`src/rtl/edge_irq_pkg.sv`:
```
package edge_irq_pkg;
   localparam int unsigned SEL_ENABLE = 0;
   localparam int unsigned SEL_STATUS = 1;
endpackage

```
`src/rtl/irq_sync.sv`:
```
module irq_sync #(
   parameter int unsigned WIDTH  = 6,
   parameter int unsigned STAGES = 2
) (
   input  logic             clk,
   input  logic             rst_n,
   input  logic [WIDTH-1:0] d_i,
   output logic [WIDTH-1:0] q_o
);
   if (STAGES < 2) begin : g_bad_stages
      $error("irq_sync: STAGES must be at least 2");
   end

   for (genvar gi = 0; gi < WIDTH; gi++) begin : g_bit
      logic [STAGES-1:0] chain_q;
      always_ff @(posedge clk or negedge rst_n) begin
         if (!rst_n) chain_q <= '0;
         else        chain_q <= {chain_q[STAGES-2:0], d_i[gi]};
      end
      assign q_o[gi] = chain_q[STAGES-1];
   end
endmodule

```
`src/rtl/irq_edge.sv`:
```
module irq_edge #(
   parameter int unsigned WIDTH = 6
) (
   input  logic             clk,
   input  logic             rst_n,
   input  logic [WIDTH-1:0] lvl_i,
   output logic [WIDTH-1:0] rise_o
);
   logic [WIDTH-1:0] last_q;

   always_ff @(posedge clk or negedge rst_n) begin
      if (!rst_n) last_q <= '0;
      else        last_q <= lvl_i;
   end

   assign rise_o = lvl_i & ~last_q;

   // a detected rise is never two cycles wide
   assert_rise_single_R2: assert property (@(posedge clk) disable iff (!rst_n)
      1'b1 |=> ((rise_o & $past(rise_o)) == '0));
endmodule

```
`src/rtl/irq_status.sv`:
```
module irq_status #(
   parameter int unsigned WIDTH  = 6,
   parameter int unsigned ADDR_W = 2
) (
   input  logic              clk,
   input  logic              rst_n,
   input  logic [WIDTH-1:0]  rise_i,
   input  logic              bus_wr,
   input  logic [ADDR_W-1:0] bus_addr,
   input  logic [WIDTH-1:0]  bus_wdata,
   output logic [WIDTH-1:0]  en_o,
   output logic [WIDTH-1:0]  stat_o,
   output logic [WIDTH-1:0]  stat_next_o
);
   import edge_irq_pkg::*;

   if (ADDR_W < 1) begin : g_bad_addr
      $error("irq_status: ADDR_W must be at least 1");
   end

   logic [WIDTH-1:0] en_q, en_d, stat_q;
   logic             en_wr;

   assign en_wr = bus_wr && (bus_addr == ADDR_W'(SEL_ENABLE));
   assign en_d  = en_wr ? bus_wdata : en_q;

   // a new edge only counts against the enable already in force;
   // the enable taking effect this edge masks everything, so clear wins
   assign stat_next_o = en_d & (stat_q | (rise_i & en_q));

   always_ff @(posedge clk or negedge rst_n) begin
      if (!rst_n) begin
         en_q   <= '0;
         stat_q <= '0;
      end else begin
         en_q   <= en_d;
         stat_q <= stat_next_o;
      end
   end

   assign en_o   = en_q;
   assign stat_o = stat_q;

   // status never holds a bit whose enable is clear
   assert_stat_within_enable_R4: assert property (@(posedge clk) disable iff (!rst_n)
      (stat_q & ~en_q) == '0);
   // set bits persist while enable stays on
   assert_sticky_R3: assert property (@(posedge clk) disable iff (!rst_n)
      1'b1 |=> (($past(stat_q) & $past(en_q) & en_q & ~stat_q) == '0));
   // a bit can only become set if it was enabled a cycle earlier
   assert_set_needs_enable_R5: assert property (@(posedge clk) disable iff (!rst_n)
      1'b1 |=> ((stat_q & ~$past(stat_q) & ~$past(en_q)) == '0));
   // clearing write leaves those status bits zero
   assert_clear_wins_R6: assert property (@(posedge clk) disable iff (!rst_n)
      en_wr |=> ((stat_q & ~$past(bus_wdata)) == '0));
endmodule

```
`src/rtl/irq_req.sv`:
```
module irq_req #(
   parameter int unsigned WIDTH = 6
) (
   input  logic             clk,
   input  logic             rst_n,
   input  logic [WIDTH-1:0] stat_next_i,
   input  logic [WIDTH-1:0] stat_i,
   output logic             irq_o
);
   logic irq_q;

   always_ff @(posedge clk or negedge rst_n) begin
      if (!rst_n) irq_q <= 1'b0;
      else        irq_q <= |stat_next_i;
   end

   assign irq_o = irq_q;

   // request level tracks a non-zero status register
   assert_level_match_R8: assert property (@(posedge clk) disable iff (!rst_n)
      irq_q == (stat_i != '0));
   // request only rises out of an all-zero status register
   assert_rise_from_zero_R7: assert property (@(posedge clk) disable iff (!rst_n)
      $rose(irq_q) |-> ($past(stat_i) == '0));
endmodule

```
`src/rtl/edge_irq_ctrl.sv`:
```
module edge_irq_ctrl #(
   parameter int unsigned N_SRC       = 6,
   parameter int unsigned SYNC_STAGES = 2,
   parameter int unsigned ADDR_W      = 2
) (
   input  logic              clk,
   input  logic              rst_n,
   input  logic [N_SRC-1:0]  src_i,
   input  logic              bus_wr,
   input  logic [ADDR_W-1:0] bus_addr,
   input  logic [N_SRC-1:0]  bus_wdata,
   output logic [N_SRC-1:0]  bus_rdata,
   output logic              irq_o
);
   import edge_irq_pkg::*;

   if (N_SRC < 1 || N_SRC > 32) begin : g_bad_nsrc
      $error("edge_irq_ctrl: N_SRC must be 1..32");
   end

   logic [N_SRC-1:0] src_sync, src_rise, en_w, stat_w, stat_next_w;

   irq_sync #(.WIDTH(N_SRC), .STAGES(SYNC_STAGES)) sync_i (
      .clk(clk), .rst_n(rst_n), .d_i(src_i), .q_o(src_sync));

   irq_edge #(.WIDTH(N_SRC)) edge_i (
      .clk(clk), .rst_n(rst_n), .lvl_i(src_sync), .rise_o(src_rise));

   irq_status #(.WIDTH(N_SRC), .ADDR_W(ADDR_W)) status_i (
      .clk(clk), .rst_n(rst_n), .rise_i(src_rise),
      .bus_wr(bus_wr), .bus_addr(bus_addr), .bus_wdata(bus_wdata),
      .en_o(en_w), .stat_o(stat_w), .stat_next_o(stat_next_w));

   irq_req #(.WIDTH(N_SRC)) req_i (
      .clk(clk), .rst_n(rst_n), .stat_next_i(stat_next_w),
      .stat_i(stat_w), .irq_o(irq_o));

   always_comb begin
      if (bus_addr == ADDR_W'(SEL_ENABLE))      bus_rdata = en_w;
      else if (bus_addr == ADDR_W'(SEL_STATUS)) bus_rdata = stat_w;
      else                                      bus_rdata = '0;
   end

   // unmapped addresses read as zero
   assert_unmapped_zero_R9: assert property (@(posedge clk) disable iff (!rst_n)
      (bus_addr > ADDR_W'(SEL_STATUS)) |-> (bus_rdata == '0));
endmodule

```
`config.mk`:
```
export PLATFORM = sky130hd
export DESIGN_NAME = edge_irq_ctrl
export DESIGN_NICKNAME = d
export VERILOG_FILES = /design/src/rtl/edge_irq_pkg.sv /design/src/rtl/irq_sync.sv /design/src/rtl/irq_edge.sv /design/src/rtl/irq_status.sv /design/src/rtl/irq_req.sv /design/src/rtl/edge_irq_ctrl.sv
export SDC_FILE = /design/constraint.sdc
export NUM_CORES = 1
export LEC_CHECK = 0
export BUFFER_PORTS_ARGS = -buffer_cell sky130_fd_sc_hd__clkbuf_2
export CORE_UTILIZATION = 40
export DETAILED_ROUTE_END_ITERATION = 10
export HOLD_SLACK_MARGIN = 0.05
export SETUP_SLACK_MARGIN = 0.1
export SLEW_MARGIN = 10
export SYNTH_ARGS = -nofsm -noshare
export SYNTH_HDL_FRONTEND = slang
export SYNTH_SLANG_ARGS = --single-unit
export TNS_END_PERCENT = 50
```
`constraint.sdc`:
```
create_clock -name clk -period 1.7 [get_ports clk]
set_clock_uncertainty 0.05 [all_clocks]
set_input_delay 0.255 -clock clk [delete_from_list [all_inputs] [get_ports clk]]
set_output_delay 0.255 -clock clk [all_outputs]
set_load 0.02 [all_outputs]
```
* Yosys cells after proc, flatten, opt, wreduce, memory -nomap -nowiden *
Index checks and enable logic that the tools add are counted.

operators by class
  equal/unequal tests = 1
  multiplexer cells = 3
  bitwise operators = 5
  reductions and logical operators = 3

operator list
  kind                  number
  $and A6 B6 Y6         3
  $mux W6               3
  $not A6 Y6            1
  $or A6 B6 Y6          1
  $reduce_or A6 Y1      1
  $eq A2 B1 Y1 const B  1
  $logic_not A2 Y1      1
  $logic_and A1 B1 Y1   1

storage, ports and cells
  bits in registers = 31
  input port bits = 17
  output and inout bits = 7
  logic and storage cells = 22

* Depth between registers and ports, before layout *
  word-level depth = 6
  mapped depth = 6
  mapped depth without buffers = 4

* Cells and area by module *
From an unflattened synthesis, not the netlist that was laid out.

second synthesis, totals
  cell total of the unflattened synthesis = 85
  area total of the unflattened synthesis = 1,272.5 sq um

by module, submodules not included
  module         times used  cells each  area each (sq um)  seq. area each (sq um)
  irq_status     1           38          561.8              300.3
  irq_sync       1           18          345.3              300.3
  irq_edge       1           12          232.7              150.1
  edge_irq_ctrl  1           13          93.8               0.0
  irq_req        1           4           38.8               25.0

* Worst setup path before layout *
No wires, ideal clock.

  path kind = input to register
  from = input bus_addr[0]
  to = register req_i.irq_q, in the netlist req_i.irq_o
  setup time = 139 ps
  data arrival time = 1,596 ps
  data required time = 1,511 ps
  setup slack = -84 ps
  cell stages on the path = 6
  path buffers = 2
  path through = buf_6 -> or3b_1 -> buf_6 -> o22ai_1 -> o22ai_1 -> or4_1

on the way
  word-level cells in the longest chain between the ends = 5

ends and longest elaborated chain
  item                  RTL line             source
  from (decl)           edge_irq_ctrl.sv:10  input logic [ADDR_W-1:0] bus_addr,
  $logic_not A2 Y1      irq_status.sv:24     assign en_wr = bus_wr && (bus_addr == ADDR_W'(SEL_ENABLE));
  $logic_and A1 B1 Y1   irq_status.sv:24
  $mux W6               irq_status.sv:25     assign en_d = en_wr ? bus_wdata : en_q;
  $and A6 B6 Y6         irq_status.sv:29     assign stat_next_o = en_d & (stat_q | (rise_i & en_q));
  $reduce_or A6 Y1      irq_req.sv:14        else irq_q <= |stat_next_i;
  to (signal assigned)  irq_req.sv:14
  to (decl)             irq_req.sv:10        logic irq_q;

No other way between the ends.

* Final worst setup path *
  from = input bus_addr[0]
  to = register req_i.irq_q, in the netlist req_i.irq_o

on the way
  word-level cells in the longest chain between the ends = 5

ends and longest elaborated chain
  item                            RTL line          source
  $logic_not A2 Y1                irq_status.sv:24
  $logic_and A1 B1 Y1             irq_status.sv:24
  $mux W6                         irq_status.sv:25
  $and A6 B6 Y6                   irq_status.sv:29
  named net req_i.stat_next_i[4]  irq_req.sv:6      input logic [WIDTH-1:0] stat_next_i,
  $reduce_or A6 Y1                irq_req.sv:14

The timed path passes the listed nets, and every way through them passes these cells.

==> impl_results.md <==
* Initial DRC Count at 12
* Worst Path Buf+Inv at 1
* Core area at roughly 2600 sq um
* WP data arrival at about 1.6 ns
* Vias in the first global route at between 700 and 800
* Row cnt at 18
* Postcts setup bufs at 0
* RSZ-0062 raised after global routing: no
* Mapped Avg Cell Area at 12.1 sq um
* Synthesized cell area at ~1100 sq um
* Routability congestion estimate at roughly 0.80
* Minimum hold slack at about 0.079 ns
* Max transition margin at 0.512
* Fmax at 693 MHz
* Maximum VDD drop at slightly above 0.7 mV
* Crit. End Element: register
* Grt ovf at 0
* Worst slew pin tran at 0.732 ns
* Crit start category: input pin
* Flop pwr share at 0.549
* Antenna cell count at 0
* Yosys warns at 0
* Worst Path Max Fanout at 10
* Detail Route Antenna Nets at 0
* Initial antenna violation count at 0
* Status: completed
* Yosys top cell area share at 0.695
* Fin crit share at 0.849
* Clk pwr share at 0.312
* Pwr per Cell Area at between 1000 and 1500 nW/um^2
* Total track usage at 0.161
* Post-placement cell count at between 100 and 150
* Most numerous cell in the Yosys netlist: dfrtp_1
* Global-route wire length before repair at just over 3000 microns
* Io pins at 24
* Max incr delay on CP at approximately 0.50 ns
* CP max-delay cell: or4_1
* Routed vias at between 700 and 800
* Final Net Count at ~150
* Internal at 1.14 mW
* Async SR Flop Fraction at 1.00
* Comb power frac at 0.140
* Worst-path clk slew at 0.10 ns
* Port Buf Inserts at 23
* Routed vias/inst at roughly 4.8
* Starting density of the core at 0.435
* DIE WIDTH at about 55 microns
* Post-DP HPWL at ~1300 microns
* Net Sw Frac at 0.254
* Clock root buffer: clkbuf_4
* Net Sw Power at 0.390 mW
* TNS Setup at 0 ns
* Max Root-Sink Buffers at 2
* Final cell count without fillers at ~160
* Top_reg_cell synth: dfrtp_1
* Final min period at about 1.4 ns
* Post-synth EDFFs at 0
* Tot Pwr at approximately 1.5 mW
* Drt total wl at about 2000 microns
* Met3 routed wirelength at 133 microns
* Pins over their slew limit at 0
* Largest net degree at the start of global routing at 32
* Hold Path Class: input pin to register
* Worst endpoint required time at around 1.9 ns
* Synth unique cells at 15
* Max-cap check violation count at 0
* Leak at around 0.73 nW
* Critical Path, Cell by Cell: clkbuf_2, or3b_4, o22ai_1, nor2_1, or4_1
* Setup violators final at 0
* Syn nets at ~110
* Highest metal used: met4
* DRC errors left at 0
* Final Hold Fails at 0
* Die height at roughly 55 microns
* CP delay by family, top: simple AND/OR/NAND/NOR gates
* #FFs+latches synth at 31
* Met2 WL at roughly 840 microns
* Post-synth top cells: dfrtp_1, nand2_1, nor2_1
* Sequential share of the synthesized area at 0.695
* Clock latency on the worst-skew pair at 0.32 ns
* Layout cells sized above 1 at 0.301
* Routed len/inst at approximately 12 microns
* Num CTS Buffers at 5
* Area contributors post-synth: dfrtp_1, mux2i_1, nand2_1
* Die ar. at roughly 3000 sq um
* CTS H-tree lvls at 2
* Area leader, netlist: dfrtp_1
* CTS tree: yes
* Drt pass-1 iters at 4
* Area grow syn2layout at 29.4%
* M1 wire length at 931 microns
* Sink Count at 31
* Type of the worst setup path: input pin to register
* Syn Inst Count at about 90
[cell usage in the layout (no fill, tap or decap)]
master and instances:
dfrtp_1 31, clkbuf_2 23, nand2_1 15, nor2_1 12
mux2i_1 7, dlygate4sd3_1 7, buf_4 7, nor2b_1 5
o22ai_1 5, a21oi_1 5, clkbuf_4 5, o22ai_2 2
inv_1 2, clkbuf_8 2, nor3b_1 1, or3b_4 1
a31oi_1 1, or4_1 1, clkbuf_1 1
[worst min-delay path: cells and delay by family]
| kind | cells | cell delay (ns) |
|---|---|---|
| buf+inv | 1 | 0.09 |
| simple gates | 2 | 0.08 |
[sequential cells by signal (all words and copies together), names as in the netlist]
register / flops
edge_i.last_q: 6
status_i.en_o: 6
sync_i.g_bit.chain_q: 12
status_i.stat_o: 6
req_i.irq_o: 1
[power by group through the flow]
| stage | combinational (mW) | sequential (mW) | clock [mW] |
|---|---|---|---|
| after global routing | 0.242 | 0.848 | 0.530 |
| after floorplan | 0.118 | 0.856 | 0 |
| after global placement | 0.200 | 0.853 | 0 |
| after detailed placement | 0.203 | 0.855 | 0 |
| after CTS | 0.216 | 0.840 | 0.498 |
| final | 0.214 | 0.841 | 0.478 |
[through the flow]
step | instance area [sq um] | setup WS, ns | util
detailed placement | 1300 | -0.231 | 0.507
global route | 1440 | 0.183 | 0.562
global placement | 1300 | -0.176 | 0.507
finish | 1440 | 0.257 | 0.562
CTS | 1440 | 0.128 | 0.561
floorplan | 1130 | -0.0705 | -
[path summary, 6_finish.rpt]
path / slack [ns] / start / to / cells after the start
setup / recovery: 0.26 / bus_addr[0] / req_i.irq_o / 5
hold / removal: 0.08 / bus_wdata[3] / status_i.en_o[3] / 3
setup reg to reg: 0.34 / sync_i.g_bit[4].chain_q[1] / req_i.irq_o / 4
hold reg to reg: 0.29 / sync_i.g_bit[3].chain_q[0] / sync_i.g_bit[3].chain_q[1] / 0
max in group asynchronous: 0.67 / rst_n / sync_i.g_bit[4].chain_q[1] / 2
min in group asynchronous: 0.46 / rst_n / status_i.stat_o[1] / 2
[layer usage]
metal	track usage	vias to the layer above
met5	0	-
met1	0.178	364
met3	0.0833	6
met4	0.115	0
li1	-	383
met2	0.235	26
[cell type report]
class | instances | area (sq um)
Sequential cell | 31 | 776
Multi-Input combinational cell | 55 | 317
Timing Repair Buffer | 37 | 238
Inverter | 2 | 7.51
Clock buffer | 8 | 68.8
Fill cell | 243 | 1120
Tap cell | 30 | 37.5
[kinds of logic (layout without fill, tap and decap cells)]
group | after synthesis | after routing | share of synthesized area
buf+inv | 6 | 47 | 0.0347
mux | 7 | 7 | 0.0628
simple gates | 35 | 35 | 0.140
flops | 31 | 31 | 0.695
compound gates | 13 | 13 | 0.0673
[timing repair]
item | CTS | global route
hold buffers | 7 | 0
hold endpoints to repair | 37 | 0
gates resized for setup | 0 | 1
endpoints found under the setup margin | 0 | 1
Power figures use the tool's default switching activity.
